===== src/rtl/stkc_pkg.sv =====
package stkc_pkg;
    typedef enum logic {
        PH_IDLE  = 1'b0,
        PH_FETCH = 1'b1
    } phase_e;
endpackage


===== src/rtl/stkc_line_store.sv =====
module stkc_line_store #(
    parameter int AW    = 16,
    parameter int DW    = 32,
    parameter int DEPTH = 64,
    localparam int IDXW = $clog2(DEPTH),
    localparam int TAGW = AW - IDXW
) (
    input  logic            clk,
    input  logic            rst,
    input  logic [IDXW-1:0] rd_idx,
    output logic            rd_valid,
    output logic [TAGW-1:0] rd_tag,
    output logic [DW-1:0]   rd_data,
    input  logic            wr_en,
    input  logic [IDXW-1:0] wr_idx,
    input  logic [TAGW-1:0] wr_tag,
    input  logic [DW-1:0]   wr_data
);
    logic [DEPTH-1:0] valid_d, valid_q;
    logic [TAGW-1:0]  tag_q  [DEPTH];
    logic [DW-1:0]    data_q [DEPTH];

    always_comb begin
        valid_d = valid_q;
        if (wr_en) valid_d[wr_idx] = 1'b1;
    end

    always_ff @(posedge clk) begin
        if (rst) valid_q <= '0;
        else     valid_q <= valid_d;
    end

    for (genvar g = 0; g < DEPTH; g++) begin : g_line
        always_ff @(posedge clk) begin
            if (wr_en && wr_idx == IDXW'(g)) begin
                tag_q[g]  <= wr_tag;
                data_q[g] <= wr_data;
            end
        end
    end

    assign rd_valid = valid_q[rd_idx];
    assign rd_tag   = tag_q[rd_idx];
    assign rd_data  = data_q[rd_idx];

    // the cycle after reset, no line is valid
    assert_reset_clears_R9: assert property (@(posedge clk)
        $past(rst) |-> (valid_q == '0));

    // a write leaves its line valid with the new tag
    assert_fill_lands_R8: assert property (@(posedge clk) disable iff (rst)
        wr_en |=> (valid_q[$past(wr_idx)] && tag_q[$past(wr_idx)] == $past(wr_tag)
                   && data_q[$past(wr_idx)] == $past(wr_data)));
endmodule


===== src/rtl/stkc_ctrl.sv =====
module stkc_ctrl
    import stkc_pkg::*;
#(
    parameter int AW    = 16,
    parameter int DW    = 32,
    parameter int DEPTH = 64,
    localparam int IDXW = $clog2(DEPTH),
    localparam int TAGW = AW - IDXW
) (
    input  logic            clk,
    input  logic            rst,
    input  logic            req_valid,
    input  logic            req_stack,
    input  logic            req_write,
    input  logic [AW-1:0]   req_addr,
    input  logic [DW-1:0]   req_wdata,
    output logic            req_ready,
    output logic            rsp_valid,
    output logic [DW-1:0]   rsp_rdata,
    output logic            mem_rd_req,
    output logic [AW-1:0]   mem_rd_addr,
    input  logic            mem_rd_resp_valid,
    input  logic [DW-1:0]   mem_rd_resp_data,
    output logic            wq_valid,
    output logic [AW-1:0]   wq_addr,
    output logic [DW-1:0]   wq_data,
    output logic [IDXW-1:0] lk_idx,
    input  logic            lk_valid,
    input  logic [TAGW-1:0] lk_tag,
    input  logic [DW-1:0]   lk_data,
    output logic            st_wr_en,
    output logic [IDXW-1:0] st_wr_idx,
    output logic [TAGW-1:0] st_wr_tag,
    output logic [DW-1:0]   st_wr_data
);
    typedef struct packed {
        phase_e        phase;
        logic [AW-1:0] addr;
        logic          fill;
        logic          rsp_valid;
        logic [DW-1:0] rsp_data;
        logic          wq_valid;
        logic [AW-1:0] wq_addr;
        logic [DW-1:0] wq_data;
        logic          mem_req;
    } state_t;

    state_t s_d, s_q;
    logic   accept, lk_hit;

    assign lk_idx = req_addr[IDXW-1:0];
    assign lk_hit = req_stack && lk_valid && (lk_tag == req_addr[AW-1:IDXW]);
    assign accept = req_valid && (s_q.phase == PH_IDLE);

    always_comb begin
        s_d           = s_q;
        s_d.rsp_valid = 1'b0;
        s_d.wq_valid  = 1'b0;
        st_wr_en      = 1'b0;
        st_wr_idx     = req_addr[IDXW-1:0];
        st_wr_tag     = req_addr[AW-1:IDXW];
        st_wr_data    = req_wdata;
        if (s_q.phase == PH_IDLE) begin
            if (accept) begin
                if (req_write) begin
                    s_d.wq_valid = 1'b1;
                    s_d.wq_addr  = req_addr;
                    s_d.wq_data  = req_wdata;
                    st_wr_en     = req_stack;
                end else if (lk_hit) begin
                    s_d.rsp_valid = 1'b1;
                    s_d.rsp_data  = lk_data;
                end else begin
                    s_d.phase   = PH_FETCH;
                    s_d.addr    = req_addr;
                    s_d.fill    = req_stack;
                    s_d.mem_req = 1'b1;
                end
            end
        end else begin
            st_wr_idx  = s_q.addr[IDXW-1:0];
            st_wr_tag  = s_q.addr[AW-1:IDXW];
            st_wr_data = mem_rd_resp_data;
            if (mem_rd_resp_valid) begin
                s_d.phase     = PH_IDLE;
                s_d.mem_req   = 1'b0;
                s_d.rsp_valid = 1'b1;
                s_d.rsp_data  = mem_rd_resp_data;
                st_wr_en      = s_q.fill;
            end
        end
    end

    always_ff @(posedge clk) begin
        if (rst) s_q <= '0;
        else     s_q <= s_d;
    end

    assign req_ready   = (s_q.phase == PH_IDLE);
    assign rsp_valid   = s_q.rsp_valid;
    assign rsp_rdata   = s_q.rsp_data;
    assign mem_rd_req  = s_q.mem_req;
    assign mem_rd_addr = s_q.addr;
    assign wq_valid    = s_q.wq_valid;
    assign wq_addr     = s_q.wq_addr;
    assign wq_data     = s_q.wq_data;

    // memory read starts only in the cycle after a read lookup that missed
    assert_fetch_after_miss_R4: assert property (@(posedge clk) disable iff (rst)
        $rose(mem_rd_req) |-> $past(req_valid && req_ready && !req_write && !lk_hit));

    // requests are held off while memory is outstanding
    assert_stall_during_fetch_R4: assert property (@(posedge clk) disable iff (rst)
        mem_rd_req |-> !req_ready);

    // a hit answers next cycle without touching memory
    assert_hit_one_cycle_R3: assert property (@(posedge clk) disable iff (rst)
        (accept && !req_write && lk_hit) |=> (rsp_valid && !mem_rd_req
                                              && rsp_rdata == $past(lk_data)));

    // each write is queued one cycle later
    assert_write_queued_R6: assert property (@(posedge clk) disable iff (rst)
        (accept && req_write) |=> (wq_valid && wq_addr == $past(req_addr)
                                   && wq_data == $past(req_wdata) && !rsp_valid));

    // memory data is returned the cycle after it arrives
    assert_resp_forward_R5: assert property (@(posedge clk) disable iff (rst)
        (mem_rd_req && mem_rd_resp_valid) |=> (rsp_valid && req_ready && !mem_rd_req
                                               && rsp_rdata == $past(mem_rd_resp_data)));
endmodule


===== src/rtl/stack_dcache.sv =====
module stack_dcache #(
    parameter int AW    = 16,
    parameter int DW    = 32,
    parameter int DEPTH = 64
) (
    input  logic          clk,
    input  logic          rst,
    input  logic          req_valid,
    input  logic          req_stack,
    input  logic          req_write,
    input  logic [AW-1:0] req_addr,
    input  logic [DW-1:0] req_wdata,
    output logic          req_ready,
    output logic          rsp_valid,
    output logic [DW-1:0] rsp_rdata,
    output logic          mem_rd_req,
    output logic [AW-1:0] mem_rd_addr,
    input  logic          mem_rd_resp_valid,
    input  logic [DW-1:0] mem_rd_resp_data,
    output logic          wq_valid,
    output logic [AW-1:0] wq_addr,
    output logic [DW-1:0] wq_data
);
    localparam int IDXW = $clog2(DEPTH);
    localparam int TAGW = AW - IDXW;

    logic [IDXW-1:0] lk_idx, st_wr_idx;
    logic            lk_valid, st_wr_en;
    logic [TAGW-1:0] lk_tag, st_wr_tag;
    logic [DW-1:0]   lk_data, st_wr_data;

    stkc_ctrl #(.AW(AW), .DW(DW), .DEPTH(DEPTH)) u_ctrl (
        .clk               (clk),
        .rst               (rst),
        .req_valid         (req_valid),
        .req_stack         (req_stack),
        .req_write         (req_write),
        .req_addr          (req_addr),
        .req_wdata         (req_wdata),
        .req_ready         (req_ready),
        .rsp_valid         (rsp_valid),
        .rsp_rdata         (rsp_rdata),
        .mem_rd_req        (mem_rd_req),
        .mem_rd_addr       (mem_rd_addr),
        .mem_rd_resp_valid (mem_rd_resp_valid),
        .mem_rd_resp_data  (mem_rd_resp_data),
        .wq_valid          (wq_valid),
        .wq_addr           (wq_addr),
        .wq_data           (wq_data),
        .lk_idx            (lk_idx),
        .lk_valid          (lk_valid),
        .lk_tag            (lk_tag),
        .lk_data           (lk_data),
        .st_wr_en          (st_wr_en),
        .st_wr_idx         (st_wr_idx),
        .st_wr_tag         (st_wr_tag),
        .st_wr_data        (st_wr_data)
    );

    stkc_line_store #(.AW(AW), .DW(DW), .DEPTH(DEPTH)) u_store (
        .clk      (clk),
        .rst      (rst),
        .rd_idx   (lk_idx),
        .rd_valid (lk_valid),
        .rd_tag   (lk_tag),
        .rd_data  (lk_data),
        .wr_en    (st_wr_en),
        .wr_idx   (st_wr_idx),
        .wr_tag   (st_wr_tag),
        .wr_data  (st_wr_data)
    );
endmodule


===== config.mk =====
export PLATFORM = sky130hd
export DESIGN_NAME = stack_dcache
export DESIGN_NICKNAME = d
export VERILOG_FILES = /design/src/rtl/stkc_pkg.sv /design/src/rtl/stkc_line_store.sv /design/src/rtl/stkc_ctrl.sv /design/src/rtl/stack_dcache.sv
export SDC_FILE = /design/constraint.sdc
export NUM_CORES = 2
export LEC_CHECK = 0
export BUFFER_PORTS_ARGS = -buffer_cell sky130_fd_sc_hd__buf_4
export CAP_MARGIN = 20
export CORE_MARGIN = 2
export CORE_UTILIZATION = 39
export DETAILED_ROUTE_END_ITERATION = 16
export GPL_ROUTABILITY_DRIVEN = 0
export PLACE_DENSITY = 0.62
export SLEW_MARGIN = 15
export SYNTH_ARGS = -nofsm -noshare
export SYNTH_HDL_FRONTEND = slang
export SYNTH_SLANG_ARGS = --single-unit
export TNS_END_PERCENT = 20

===== constraint.sdc =====
create_clock -name clk -period 7.48 [get_ports clk]
set_clock_uncertainty 0.2 [all_clocks]
set_input_delay 0.374 -clock clk [delete_from_list [all_inputs] [get_ports clk]]
set_output_delay 0.374 -clock clk [all_outputs]
set_load 0.05 [all_outputs]

==> results.ini <==
[drt]
drc = 0
via_count = 56100
routedWlPerCell_um = 33.1
antenna_left = 0
routed_wl_um = 313000
avgViaCountPerCell = 5.94
first_iter_violations = 8234
drt_first_pass_iters = 8

[place]
port_buffers = 185
dp_slack_ns = 2.23
place_area_um2 = 117000
hpwlAfterDp_um = 171000
dp_cells = 8833

[critical_path]
critPathArrivalTime_ns = 5.52
critPathTopFamily = buffers and inverters
crit_fanout = 77
crit_chain = dlygate4sd3_1, buf_8, buf_4, mux4_2, mux2i_1, nand2_1, a2111oi_0, nor3_1, nor4_1, and4_2, and3_1, buf_4, o211ai_1
cpPeakStageDelay_ns = 0.76
startpoint_type = input port
worstPathRequired_ns = 8.08
cp_slowest_cell = buf_4
regToRegStartpoint = u_ctrl.s_q[100]$_SDFF_PP0_
crit_path_frequent_cell = buf_4
end_kind = flip-flop
critPathBufInv = 4
crit_type = input port to flip-flop
crit_start = req_addr[1]

[floorplan]
core-area_um2 = 282000
die_h_um = 537
die_width_um = 537
die_area_um2 = 288000
io_pins = 186
initial_core_util_pct = 39.2
rows = 195

[hold_path]
hold_path.class = input port to flip-flop
hp-start = req_wdata[14]

[clocking]
tritoncts = done
cts_buffer_depth = 4
cts_made_buffers = 295
cts_root_buffer = clkbuf_16
cts_sinks = 2853
cts-htree-levels = 5
postCtsResizedCells = 0
clk_latency_ns = 0.92
path_clk_slew_ns = 0.06
post_cts_buffers = 0

[run]
drv_cap = 0

[power_and_ir_drop]
switching_share_pct = 21.3
p_switching_w = 0.00713
power.density_nw_per_um2 = 264
peakVddDrop_v = 0.000255
comb_power_share_pct = 5.7
leakagePower_nw = 39.8
internal_power_w = 0.0264
pwr-share-clk_pct = 41.6
p_seq_share_pct = 52.7

[layout]
finalNetCount = 5576
fin_cells = 9446
area_delta_synth_final_pct = 14.8
final_cell_area_um2 = 127000
drive_gt1_share_pct = 28.9

[grt]
grt_pass1_vias = 55200
grt_max_degree = 128
grt_pass1_wl_um = 433000
grt_util_all_layers_pct = 21.4
grt-ovfl-total = 0
antenna_found_initial = 9

[logic_synthesis]
async_flop_share_pct = 0
yosys_warnings = 0
ys_seq_area_share_pct = 75.9
yosys_register_bits = 2853
synth_enable_flop_cells = 2688
netlist_area_um2 = 111000
synth_nets = 5210
synthCells = 5124
syn_area_per_cell_um2 = 21.6
yosysUniqueCellTypes = 58
synthFlopType = edfxtp_1

[sta]
tns_ns = 0
max_freq_mhz = 203
min_period_ns = 4.92
finalSetupViolCount = 0
hold_violations = 0
finalCritPeriodShare_pct = 65.8
tightest_slew_ns = 1.16
rsz0062_at_grt = false
relSlewSlack_pct = 22.6
worst_slack_ns = 2.56
slew_violations = 0
holdWs_ns = 0.0529

[run_status]
outcome = finished, final reports clean

## final cells by class
type                            instances  area (µm²)
Fill cell                           23300      155000
Clock buffer                          394        8010
Tap cell                             3743        4680
Timing Repair Buffer                  455        4180
Multi-Input combinational cell       1876       25200
Antenna cell                            2        5.00
Inverter                                9        42.5
Sequential cell                      2853       84000
Clock inverter                        114         937
## path summary, 6_finish.rpt
check	cells after the start	endpoint	slack, ns
worst max register to register	6	u_store.data_q[26][7]$_DFFE_PP_	2.58
worst min register to register	2	u_ctrl.wq_addr[2]$_SDFFE_PP0P_	0.25
worst min-delay path	4	u_ctrl.wq_data[14]$_SDFFE_PP0P_	0.05
worst max-delay path	13	u_ctrl.rsp_rdata[12]$_SDFFE_PP0P_	2.56
## cell usage in the layout, fill, tap and decap left out, drive strengths merged, types with 48 or more instances in the layout
cell type    Yosys  final
a21oi           67     67
a22oi           52     52
buf            254    357
clkbuf         132    395
clkinv           3     94
dfxtp          165    165
dlygate4sd3      0     97
edfxtp        2688   2688
mux2            48     48
mux2i          174    174
mux4           774    774
nand2          178    178
nand3b          70     70
nor2           187    187
## flip-flops by register name, indices dropped and copies added, names as in the netlist
signal	count
u_store.data_q	2048
u_store.tag_q	640
u_store.valid_q	64
u_ctrl.rsp_rdata	32
u_ctrl.wq_data	32
u_ctrl.mem_rd_addr	16
u_ctrl.wq_addr	16
u_ctrl.s_q	2
u_ctrl.mem_rd_req	1
u_ctrl.rsp_valid	1
u_ctrl.wq_valid	1
## repair_timing
| action | in CTS | in global routing |
|---|---|---|
| endpoints found under the setup margin | 0 | 0 |
| hold buffers | 97 | 0 |
| endpoints found under the hold margin | 103 | 0 |
## worst reg2reg max path: stages, from the launching register on
cell and delay, ns:
dfxtp_4 0.59, and2_2 0.92, a22oi_1 0.33, nor2b_1 0.29, nand2_1 0.57, nor2_4 1.09, buf_4 0.53
## cells by family after synthesis
| kind of cell | Yosys count | synth area share [%] |
|---|---|---|
| AOI/OAI and AO/OA | 256 | 1.62 |
| xor gates and xnor gates | 5 | 0.0396 |
| buffers and inverters | 395 | 1.89 |
| DFF | 2853 | 75.9 |
| muxes | 996 | 17.8 |
| and+or+nand+nor | 619 | 2.74 |
## cell usage after synthesis (all sizes together) (3+ instances only)
cell type	count	area share [%]
nand3b	70	0.47
a22oi	52	0.35
o211ai	37	0.25
mux2	48	0.49
nor2b	42	0.24
o221ai	5	0.040
and4	5	0.040
a22o	4	0.032
nor3	5	0.023
nor4	5	0.042
and2	8	0.045
a32oi	4	0.032
mux4	774	16
a311oi	5	0.040
nand2	178	0.60
nand4	41	0.23
o2111ai	4	0.032
a31oi	7	0.040
inv	6	0.020
edfxtp	2688	73
o21ai	15	0.068
nand3	27	0.12
a21oi	67	0.30
a221oi	7	0.055
clkinv	3	0.010
o22ai	10	0.057
nor2	187	0.63
a2111oi	3	0.024
dfxtp	165	3.0
a211oi	8	0.054
buf	254	1.4
nand2b	38	0.21
mux2i	174	1.6
clkbuf	132	0.45
xor2	3	0.024
and3	9	0.051
o31ai	4	0.027
o21ba	15	0.14
## power by group through the flow
stage               Clock [W]  Sequential (W)  Combinational, W
global route           0.0147          0.0176           0.00198
global placement            0          0.0180           0.00180
CTS                    0.0141          0.0177           0.00187
finish                 0.0139          0.0177           0.00189
floorplan                   0          0.0180           0.00119
detailed placement          0          0.0180           0.00183
## metrics by stage
stage / power [W] / utilization, %
6_report: 0.0335 / 45.0
4_1_cts: 0.0336 / 44.9
2_1_floorplan: 0.0192 / -
5_1_grt: 0.0343 / 45.0
3_3_place_gp: 0.0198 / 41.4
3_5_place_dp: 0.0198 / 41.4
## per-layer routing
metal,GRT usage [%],wire length [µm],vias up
met5,0,35,-
met2,33.6,148000,3198
met3,3.90,29200,564
met1,30.0,124000,30400
met4,7.18,11500,6
li1,-,-,22000
No activity file was read; power rests on OpenSTA's default activity.
